## src/rtl/usb_route_pkg.sv

```systemverilog
package usb_route_pkg;
  typedef enum logic {
    OWN_HS   = 1'b0,
    OWN_COMP = 1'b1
  } owner_e;
endpackage

```

## src/rtl/port_owner_cell.sv

```systemverilog
module port_owner_cell
  import usb_route_pkg::*;
(
  input  logic clk,
  input  logic rst_n,
  input  logic cfg_i,
  input  logic cfg_q_i,
  input  logic rel_i,
  input  logic att_i,
  input  logic hs_dev_i,
  output logic own_d_o,
  output logic own_o
);
  owner_e own_q, own_d;

  // next-state
  always_comb begin
    own_d = own_q;
    if (!cfg_i)
      own_d = OWN_COMP;
    else if (!cfg_q_i)
      own_d = OWN_HS;
    else if ((own_q == OWN_COMP) && !att_i)
      own_d = OWN_HS;
    else if ((own_q == OWN_HS) && rel_i && att_i && !hs_dev_i)
      own_d = OWN_COMP;
  end

  // register
  always_ff @(posedge clk or negedge rst_n) begin
    if (!rst_n) own_q <= OWN_COMP;
    else        own_q <= own_d;
  end

  assign own_d_o = (own_d == OWN_COMP);
  assign own_o   = (own_q == OWN_COMP);

  AST_UNCFG_COMP: assert property (@(posedge clk) disable iff (!rst_n)
    !cfg_i |=> own_o);
  AST_CFG_RISE_HS: assert property (@(posedge clk) disable iff (!rst_n)
    (cfg_i && !cfg_q_i) |=> !own_o);
  AST_REL_IGNORED: assert property (@(posedge clk) disable iff (!rst_n)
    (cfg_i && cfg_q_i && !own_o && rel_i && (!att_i || hs_dev_i)) |=> !own_o);
  AST_RETURN_HS: assert property (@(posedge clk) disable iff (!rst_n)
    (cfg_i && cfg_q_i && own_o && !att_i) |=> !own_o);
endmodule

```

## src/rtl/conn_view_cell.sv

```systemverilog
module conn_view_cell (
  input  logic clk,
  input  logic rst_n,
  input  logic att_i,
  input  logic mine_i,
  input  logic clr_i,
  output logic conn_o,
  output logic chg_o
);
  logic conn_q, conn_d, chg_q, chg_d, conn_en;

  // next-state
  always_comb begin
    conn_d  = att_i & mine_i;
    conn_en = (conn_d != conn_q);
    chg_d   = (chg_q & ~clr_i) | conn_en;
  end

  // registers, connect status loaded only when it moves
  always_ff @(posedge clk or negedge rst_n) begin
    if (!rst_n) begin
      conn_q <= 1'b0;
      chg_q  <= 1'b0;
    end else begin
      if (conn_en) conn_q <= conn_d;
      chg_q <= chg_d;
    end
  end

  assign conn_o = conn_q;
  assign chg_o  = chg_q;

  AST_CHG_ON_MOVE: assert property (@(posedge clk) disable iff (!rst_n)
    !$stable(conn_q) |-> chg_q);
  AST_CHG_STICKY: assert property (@(posedge clk) disable iff (!rst_n)
    (chg_q && !clr_i) |=> chg_q);
endmodule

```

## src/rtl/usb_port_router.sv

```systemverilog
module usb_port_router #(
  parameter int NUM_PORTS = 4
) (
  input  logic                 clk,
  input  logic                 rst_n,
  input  logic                 hs_cfg_i,
  input  logic [NUM_PORTS-1:0] rel_req_i,
  input  logic [NUM_PORTS-1:0] dev_hs_i,
  input  logic [NUM_PORTS-1:0] attach_i,
  input  logic [NUM_PORTS-1:0] hs_chg_clr_i,
  input  logic [NUM_PORTS-1:0] cp_chg_clr_i,
  output logic [NUM_PORTS-1:0] comp_own_o,
  output logic [NUM_PORTS-1:0] hs_conn_o,
  output logic [NUM_PORTS-1:0] hs_chg_o,
  output logic [NUM_PORTS-1:0] cp_conn_o,
  output logic [NUM_PORTS-1:0] cp_chg_o
);
  localparam int LastPort = NUM_PORTS - 1;

  logic cfg_q;
  logic [LastPort:0] own_d;

  always_ff @(posedge clk or negedge rst_n) begin
    if (!rst_n) cfg_q <= 1'b0;
    else        cfg_q <= hs_cfg_i;
  end

  for (genvar p = 0; p < NUM_PORTS; p++) begin : g_port
    port_owner_cell u_own (
      .clk      (clk),
      .rst_n    (rst_n),
      .cfg_i    (hs_cfg_i),
      .cfg_q_i  (cfg_q),
      .rel_i    (rel_req_i[p]),
      .att_i    (attach_i[p]),
      .hs_dev_i (dev_hs_i[p]),
      .own_d_o  (own_d[p]),
      .own_o    (comp_own_o[p])
    );
    conn_view_cell u_hs_view (
      .clk    (clk),
      .rst_n  (rst_n),
      .att_i  (attach_i[p]),
      .mine_i (~own_d[p]),
      .clr_i  (hs_chg_clr_i[p]),
      .conn_o (hs_conn_o[p]),
      .chg_o  (hs_chg_o[p])
    );
    conn_view_cell u_cp_view (
      .clk    (clk),
      .rst_n  (rst_n),
      .att_i  (attach_i[p]),
      .mine_i (own_d[p]),
      .clr_i  (cp_chg_clr_i[p]),
      .conn_o (cp_conn_o[p]),
      .chg_o  (cp_chg_o[p])
    );
  end

  AST_NO_DUAL_VIEW: assert property (@(posedge clk) disable iff (!rst_n)
    (hs_conn_o & cp_conn_o) == '0);
  AST_CONN_OWNER_MATCH: assert property (@(posedge clk) disable iff (!rst_n)
    ((hs_conn_o & comp_own_o) | (cp_conn_o & ~comp_own_o)) == '0);
  AST_RELEASE: assert property (@(posedge clk) disable iff (!rst_n)
    (hs_cfg_i && cfg_q && ((~comp_own_o & rel_req_i & attach_i & ~dev_hs_i) != '0))
      |=> (comp_own_o != '0));
  AST_RESET_VAL: assert property (@(posedge clk)
    !rst_n |=> (comp_own_o == '1) || !rst_n);
endmodule

```

## config.mk

```make
export PLATFORM = sky130hd
export DESIGN_NAME = usb_port_router
export DESIGN_NICKNAME = d
export VERILOG_FILES = /design/src/rtl/usb_route_pkg.sv /design/src/rtl/port_owner_cell.sv /design/src/rtl/conn_view_cell.sv /design/src/rtl/usb_port_router.sv
export SDC_FILE = /design/constraint.sdc
export NUM_CORES = 1
export LEC_CHECK = 0
export BUFFER_PORTS_ARGS = -buffer_cell sky130_fd_sc_hd__buf_2
export CAP_MARGIN = 20
export CORE_MARGIN = 5
export CORE_UTILIZATION = 52
export CTS_BUF_LIST = sky130_fd_sc_hd__clkbuf_16
export DETAILED_ROUTE_END_ITERATION = 7
export PLACE_DENSITY = 0.85
export SLEW_MARGIN = 20
export SYNTH_ARGS = -nofsm -noshare
export SYNTH_HDL_FRONTEND = slang
export SYNTH_SLANG_ARGS = --single-unit
```

## constraint.sdc

```tcl
create_clock -name clk -period 2.36 [get_ports clk]
set_input_delay 0.236 -clock clk [delete_from_list [all_inputs] [get_ports clk]]
set_output_delay 0.236 -clock clk [all_outputs]
set_load 0.02 [all_outputs]
```

# After elaboration in Yosys (flattened, before gate mapping)
# Index checks and enable logic that the tools add are counted.
# word_totals
ff_bits	21
out_inout_bits	20
# classes
muxes	16
n_bitwise	40
reduce_logical	24
n_eq_ne	8
# ops
op	count
1-bit bitwise AND	16
1-bit logical AND	16
1-bit 2-to-1 mux	16
1-bit inverter	16
1-bit logical NOT	8
1-bit inequality test	8
1-bit bitwise OR	8

# Depth between registers and ports, before layout
# Gate-level depths: netlist of the first run.
# logic_depth
depth_word	12
depth_mapped	4

# Cells and area by module
# Synthesis of the first run repeated with hierarchy kept, for this count alone.
# hier_totals
cells_unflattened	81
area_unflattened_um2	940.9
# by_module_without_submodules
mod	n_inst	area_each_um2	cells_per_inst
conn_view_cell	8	83.8	7
port_owner_cell	4	57.6	5
usb_port_router	1	40.0	5

# Worst setup path after synthesis of the first run
# No wires, ideal clock.
# synth_timing
kind	reg2reg
startpoint	register cfg_q
endpoint	register g_port[0].u_hs_view.chg_q
setup_time_ns	0.079
path_stages_with_launch	5
t_arrival_ns	0.999
synth_period_minus_slack_ns	1.079
path_buffers	1
t_required_ns	2.281
path_slack_ns	1.281
path_cell_list	dfrtp_1 > buf_6 > nand2_2 > and4_4 > mux2i_1
# synth_via
elab_chain_cells	6
# synth_rtl
item	line	rtl
from (decl)	usb_port_router.sv:20	logic cfg_q;
from (signal assigned)	usb_port_router.sv:25	else cfg_q <= hs_cfg_i;
1-bit 2-to-1 mux	port_owner_cell.sv:21	else if (!cfg_q_i)
1-bit 2-to-1 mux	port_owner_cell.sv:19	if (!cfg_i)
1-bit inverter	usb_port_router.sv:44	.mine_i (~own_d[p]),
1-bit bitwise AND	conn_view_cell.sv:14	conn_d = att_i & mine_i;
1-bit inequality test	conn_view_cell.sv:15	conn_en = (conn_d != conn_q);
1-bit bitwise OR	conn_view_cell.sv:16	chg_d = (chg_q & ~clr_i) | conn_en;
named net g_port[0].u_hs_view.chg_d	conn_view_cell.sv:10	logic conn_q, conn_d, chg_q, chg_d, conn_en;
to (signal assigned)	conn_view_cell.sv:26	chg_q <= chg_d;
to (decl)	conn_view_cell.sv:10	
# The timed path passes the listed nets, and every way through them passes these cells.
# A chain may end at the register's enable or synchronous reset.

# Worst setup path after layout of the first run
# layout_timing
startpoint	register cfg_q
endpoint	register g_port[3].u_cp_view.chg_q
# layout_via
elab_chain_cells	5
# layout_rtl
item	line
1-bit 2-to-1 mux	port_owner_cell.sv:21
1-bit 2-to-1 mux	port_owner_cell.sv:19
1-bit bitwise AND	conn_view_cell.sv:14
1-bit inequality test	conn_view_cell.sv:15
1-bit bitwise OR	conn_view_cell.sv:16
named net g_port[3].u_cp_view.chg_d	conn_view_cell.sv:10
to (signal assigned)	conn_view_cell.sv:26
to (decl)	conn_view_cell.sv:10
# The timed path passes the listed nets, and every way through them passes these cells.

==> results of run 1 <==
cells in the final DEF (no fill, tap or decap):
| cell | count |
|---|---|
| a21boi_0 | 8 |
| a21oi_1 | 8 |
| a31oi_4 | 4 |
| and4_4 | 4 |
| buf_2 | 42 |
| clkbuf_16 | 3 |
| clkinv_2 | 1 |
| dfrtp_1 | 17 |
| dfstp_2 | 4 |
| dlygate4sd3_1 | 1 |
| inv_1 | 12 |
| mux2i_1 | 8 |
| nand2_2 | 2 |
| nand2_4 | 2 |
| nand3b_1 | 2 |
| nand3b_4 | 2 |
| nor2b_1 | 4 |
| o21ai_0 | 8 |
cell families (layout without fill, tap and decap cells):
family	count (synthesis)	in the layout	share of synthesized area [%]
buf+inv	34	59	17.7
compound gates	28	28	18.6
flops	21	21	43.8
simple gates	16	16	13.2
mux	8	8	6.62
routing by layer:
layer | GRT usage [%] | share of wire (%) | vias up | wire length, um
met5 | 0 | 0 | - | 0
met4 | 8.94 | 2.9 | 0 | 64
met3 | 2.67 | 5.0 | 7 | 112
met2 | 28.5 | 56 | 23 | 1260
met1 | 15.7 | 36 | 384 | 805
li1 | - | - | 392 | -
metrics by stage:
stage | std cells | cell area [um^2] | util, % | power, mW | hold WS (ps)
2_1_floorplan | 107 | 1210 | - | 0.591 | -59.6
3_3_place_gp | 155 | 1290 | 58.1 | 0.609 | 204
3_5_place_dp | 155 | 1290 | 58.1 | 0.617 | 213
4_1_cts | 160 | 1380 | 62.2 | 0.972 | 272
5_1_grt | 160 | 1380 | 62.2 | 1.01 | 275
6_report | 160 | 1380 | 62.2 | 0.960 | 275
layout make-up:
type / count / share of cell area, %
repair buffers: 43 / 16.0
clock inverters: 1 / 0.364
clock buffers: 3 / 5.45
multi-input cells: 52 / 33.8
inverters: 12 / 3.27
well taps: 28 / 2.55
flip-flops and latches: 21 / 38.5
critical path: cells and delay by family (launching register included):
kind | cells | cell delay (ps)
flops | 1 | 720
mux | 1 | 200
simple gates | 1 | 240
compound gates | 1 | 220
power by group:
group	total (mW)	internal (mW)	leakage, nW	switching [mW]
sequential	0.426	0.398	0.249	0.0283
combinational	0.186	0.0771	0.396	0.109
clock	0.348	0.227	0.0409	0.121
path summary, 6_finish.rpt:
kind                                                        start                                     end  cells after the start
min                                                   attach_i[0]  g_port[0].u_hs_view.conn_o$_DFFE_PN0P_                      2
min in group asynchronous                                   rst_n  g_port[3].u_hs_view.conn_o$_DFFE_PN0P_                      2
max in group asynchronous                                   rst_n         g_port[2].u_own.own_o$_DFF_PN1_                      2
min reg2reg                g_port[0].u_hs_view.conn_o$_DFFE_PN0P_     g_port[0].u_hs_view.chg_o$_DFF_PN0_                      2
max reg2reg                                       cfg_q$_DFF_PN0_     g_port[3].u_cp_view.chg_o$_DFF_PN0_                      3
max                                               cfg_q$_DFF_PN0_     g_port[3].u_cp_view.chg_o$_DFF_PN0_                      3
registers in the layout (all words and copies together) (netlist names):
| signal | flops |
|---|---|
| cfg_q | 1 |
| g_port.u_own.own_o | 4 |
| g_port.u_cp_view.chg_o | 4 |
| g_port.u_hs_view.conn_o | 4 |
| g_port.u_hs_view.chg_o | 4 |
| g_port.u_cp_view.conn_o | 4 |
repair_timing:
action,4_1_cts,5_1_grt
endpoints found under the hold margin,17,0
hold buffers,1,0
setup endpoints to repair,0,0
setup buffers,0,0
==> results.md, run 1 <==
- DRC errors left: 0
- Worst-margin pin slew: 596 ps
- Post-synth top area share: 35.2%
- Count leader, synth: buf_4
- Yosys reg bits: 21
- Antenna-violating nets left: 0
- Final setup violation count: 0
- Fmax: 0.684 GHz
- Relative slew slack: 60.3%
- Vias in the first global route: 886
- Critical Path Fanout Max: 12
- CTS buffer count: 3
- HP Class: in -> reg
- 1st-iter DRT viols: 22
- Total GRT Usage: 15.3%
- Status: completed
- Register area share after synthesis: 43.8%
- Clk Tree Root Cell: clkbuf_16
- # resized after CTS: 0
- Synth-to-layout area growth: 13.8%
- Post-synthesis async set-or-reset flop share: 100%
- Full die area: 3390 um^2
- Final TNS setup: 0 ps
- Crit path kind: reg -> reg
- Count of final hold-check violations: 0
- Row cnt: 17
- Clock Latency Late Sink: 250 ps
- First-pass detailed-route iteration total: 4
- Die Span Y: 58.2 um
- Htree depth: 1
- Post-route clock period utilization: 61.9%
- Total number of vias: 806
- Largest net degree at the start of global routing: 22
- Gp weighted congestion: 0.755
- Fillers: 191
- Critical Path Source Type: flip-flop
- CTS tree: yes
- Synth Cell Area: 1210 um^2
- Boundary pin count: 43
- Layout cells sized above 1: 48.5%
- Cell variety after synth: 16
- Deepest clock path buffer count: 2
- Max cap viols: 0
- Nets: 156
- Reg area: 531 um^2
- WP data required: 2530 ps
- Cell taking the most area after synthesis: dfrtp_1
- Crit path DAT: 1630 ps
- Post-DP HPWL: 1690 um
- WL per Instance: 14.0 um
- Post-synth top flop: dfrtp_1
- Pwr dens: 698 nW/um^2
- Antenna violations before repair: 0
- Crit end category: flip-flop
- Via density: 5.04
- Slowest stage cell, crit path: dfrtp_1
- Slowest stage delay, CP: 720 ps
- DRT Wirelength: 2240 um
- R2R setup slack: 900 ps
- Post-Synthesis Cells: 107
- Syn avg cell area: 11.3 um^2
- Number of enable flip-flop cells after synthesis: 0
- I/O Buffers: 42
- Max Slew Vio Count: 0
- Clk_skew: 2.97 ps
- Die X: 58.2 um
- Leak pwr: 0.686 nW
- Clk sink count: 21
- Yosys warning total: 0
- CTS clk-pin slew, worst paths: 50 ps
- Core Area: 2210 um^2
- Peak supply drop: 474 uV
- Unrepaired setup endpoints after global routing: no
- Setup ws final: 899 ps
- GRT overflow: 0
- Net Count, Synth: 130
- Dpl ws: 907 ps
- Inserted Diodes: 0
- Synth cell count leaders: buf_4 (21), dfrtp_1 (17), inv_1 (12)
- Synth top area cells: dfrtp_1 (35%), buf_4 (13%), dfstp_2 (8.7%)
- First-pass GRT wire length: 3970 um
- Fin crit period: 1460 ps
- CP cell instances: nand3b_1, a31oi_4, mux2i_1
- Multi-input gate area: 465 um^2
- Initial Utilization: 54.7%
Power figures use the tool's default switching activity.
==> inputs of run 2 (changes only) <==
- ABC_AREA: not set -> 1
- CORE_UTILIZATION: 52 -> 43
- PLACE_DENSITY: 0.85 -> 0.76
- clock period: 2.36 -> 1.3 ns (I/O delays scaled with it)
==> run 2 against run 1 <==
- non-clock buffer count unchanged
- sequential power increased by 76%
- die area increased by 10%
- total power increased by 76%
- wire length decreased by 12%
- clock skew decreased by 1.7 ps
- first-iteration DRC count decreased by 18%
- sequential share of layout area increased by 2.2 points
- critical endpoint is now comp_own_o[3]
- largest cell class unchanged
==> results.md, run 2 <==
- Worst R2R End: g_port[2].u_cp_view.chg_o$_DFF_PN0_
- Via density: 4.35 (-14%)
- Cell taking the most area after synthesis: dfrtp_1
- Post-CTS setup buffers: 0 (unchanged)
- WP data required: 1170 ps (-1360 ps)
- NetSw: 0.452 mW (+75%)
- Post-Synthesis Cells: 138 (+29%)
- Final setup violation count: 0 (unchanged)
- Fmax: 0.934 GHz
- Status: completed
- Synth-to-layout area growth: 15.5%
- Worst R2R Path Depth: 7 (+4)
- Synth top area cells: dfrtp_1 (38%), buf_4 (13%), inv_1 (11%)
- Net Count, Synth: 161 (+24%)
- WL per Instance: 10.2 um (-27%)
- Fin util: 52.1% (-10 points)
- Final TNS setup: 0 ps (unchanged)
- 1st-iter DRT viols: 18 (-18%)
- Clk Tree Root Cell: clkbuf_16
- Fin crit period: 1070 ps
- Switching share of total power: 26.7% (-0.21 points)
- CTS buffer count: 3 (unchanged)
- WHS Path Cells: 4 (+2)
- Max cap viols: 0 (unchanged)
- Crit path kind: reg -> out
- Slowest stage delay, CP: 520 ps (-200 ps)
- Worst-margin pin slew: 466 ps (-130 ps)
- Placed insts: 189 (+22%)
- Deepest clock path buffer count: 2 (unchanged)
- R2R setup slack: 240 ps (-660 ps)
- Clock Latency Late Sink: 250 ps (about the same)
- Reg2reg start: g_port[2].u_own.own_o$_DFF_PN1_
- Fillers: 240 (+26%)
- CP cell instances: buf_2
- Total number of vias: 843 (+4.6%)
- Clk sink count: 21 (unchanged)
- Part of the power in the clock network: 37.4% (+1.2 points)
- Syn avg cell area: 8.17 um^2 (-28%)
- Critical path buffer and inverter count: 1 (+1)
- Relative slew slack: 68.9% (+8.6 points)
- DRT Wirelength: 1970 um (-12%)
- Boundary pin count: 43 (unchanged)
- First-pass GRT wire length: 3110 um (-22%)
- Number of enable flip-flop cells after synthesis: 0 (unchanged)
- Share of power burned in registers: 44.3% (about the same)
- Post-Layout Cell Count: 194 (+21%)
- Peak supply drop: 649 uV (+37%)
- Unrepaired setup endpoints after global routing: no
- Slowest stage cell, crit path: dfstp_2
- Antenna violations before repair: 0 (unchanged)
- # resized after CTS: 0 (unchanged)
- Clk_skew: 1.26 ps (-1.70 ps)
- Nets: 188 (+21%)
- Post-route clock period utilization: 82.4%
- Layout cells sized above 1: 37.2% (-11 points)
- Yosys warning total: 0 (unchanged)
- Crit end category: output pin
- Pwr dens: 1300 nW/um^2 (+86%)
- Final instance area: 1300 um^2 (-5.4%)
- HP Class: in -> reg
- I/O Buffers: 42 (unchanged)
- Max Slew Vio Count: 0 (unchanged)
- Placed cell area: 1210 um^2 (-5.6%)
- Largest net degree at the start of global routing: 22 (unchanged)
- Synth Cell Area: 1130 um^2 (-6.8%)
- Initial Utilization: 45.1% (-9.6 points)
- Post-synthesis async set-or-reset flop share: 100% (unchanged)
- Critical Path Source Type: flip-flop
- Full die area: 3750 um^2 (+10%)
- CTS clk-pin slew, worst paths: 50 ps (about the same)
- Count of final hold-check violations: 0 (unchanged)
- Post-synth top area share: 37.7% (+2.6 points)
- Total GRT Usage: 11.4% (-3.9 points)
- Post-DP HPWL: 1550 um (-8.7%)
- Crit path DAT: 940 ps (-690 ps)
- Row cnt: 18 (+1)
- Leak pwr: 0.819 nW (+19%)
- CTS tree: yes
- Gp weighted congestion: 0.698 (-7.6%)
- Hold Crit Endpoint: g_port[0].u_cp_view.chg_o$_DFF_PN0_
- Antenna-violating nets left: 0 (unchanged)
- Vias in the first global route: 785 (-11%)
- Count leader, synth: inv_1
- Die Span Y: 61.2 um (+5.1%)
- Post-synth top flop: dfrtp_1
- DRC errors left: 0 (unchanged)
- Tot Pwr: 1.69 mW (+76%)
- HP Start: cp_chg_clr_i[0]
- Critical Path Fanout Max: 2 (-10)
- Htree depth: 1 (unchanged)
- Register area share after synthesis: 47.1% (+3.2 points)
- Comb pwr share: 18.3% (-1.1 points)
- Commonest non-fill, non-tap cell in the layout: buf_2
- Cell Int Power: 1.24 mW (+77%)
- Inserted Diodes: 0 (unchanged)
- GRT overflow: 0 (unchanged)
- Synth cell count leaders: inv_1 (34), nand2_1 (30), buf_4 (20), dfrtp_1 (17), nand3_1 (16)
- Delay-heaviest family, CP: flip-flops
- Core Area: 2500 um^2 (+13%)
- Cell variety after synth: 11 (-5)
- Yosys reg bits: 21 (unchanged)
- Most frequent cells in the layout: buf_2 (42), inv_1 (35), nand2_1 (30)
- Die X: 61.2 um (+5.1%)
- First-pass detailed-route iteration total: 4 (unchanged)
run 2: per-layer routing:
layer	share of wire (%)	wire length [um]	up-vias	GRT usage (%)
met5	0	0	-	0
met4	3.0	59	0	8.36
met3	9.9	195	5	0.839
met2	45	895	36	19.5
met1	42	820	364	13.2
li1	-	-	438	-
run 2: cells by family (layout without fill, tap and decap cells):
logic type / count (synthesis) / in the layout / synth area share, %
flip-flops: 21 / 21 / 47.1
AND/OR/NAND/NOR: 60 / 60 / 26.6
buffers and inverters: 57 / 83 / 26.3
run 2: final cells by class:
type / instances / area [um^2] / area share, %
sequential: 21 / 531 / 40.7
timing repair buffer: 43 / 220 / 16.9
clock buffer: 3 / 75.1 / 5.76
tap: 30 / 37.5 / 2.88
inverter: 36 / 135 / 10.4
clock inverter: 1 / 3.75 / 0.288
multi-input combinational: 60 / 300 / 23.1
run 2: worst max-delay path by stage:
stage	from	endpoint	slack, ps	cells after the start
6_report	g_port[3].u_own.own_o$_DFF_PN1_	comp_own_o[3]	230	1
5_1_grt	g_port[2].u_own.own_o$_DFF_PN1_	g_port[2].u_cp_view.chg_o$_DFF_PN0_	150	7
4_1_cts	g_port[3].u_own.own_o$_DFF_PN1_	comp_own_o[3]	230	1
3_5_place_dp	g_port[2].u_own.own_o$_DFF_PN1_	g_port[2].u_cp_view.chg_o$_DFF_PN0_	240	7
3_3_place_gp	g_port[2].u_own.own_o$_DFF_PN1_	g_port[2].u_cp_view.chg_o$_DFF_PN0_	250	7
2_1_floorplan	g_port[1].u_own.own_o$_DFF_PN1_	g_port[1].u_cp_view.chg_o$_DFF_PN0_	280	7
run 2: power groups by stage:
stage                     registers (mW)  logic (mW)  clock network, mW
after floorplan                    0.756       0.272                  0
after global placement             0.759       0.307                  0
after detailed placement           0.760       0.313                  0
after CTS                          0.750       0.317              0.655
after global routing               0.758       0.344              0.686
final                              0.750       0.310              0.634
run 2: worst register-to-register path: cells and delay by family, from the launching register on:
family        cells  cell delay [ps]
flops             1              520
buf+inv           1               30
simple gates      6              390
run 2: through the flow:
step           hold WS (ps)  worst slack [ps]
6_report                131               229
5_1_grt                 145               151
4_1_cts                 129               226
3_5_place_dp            116               240
3_3_place_gp            106               252
2_1_floorplan          -166               284
run 2: timing repair:
action,CTS,global route
hold endpoints to repair,17,0
hold buffers,1,0
endpoints found under the setup margin,0,0
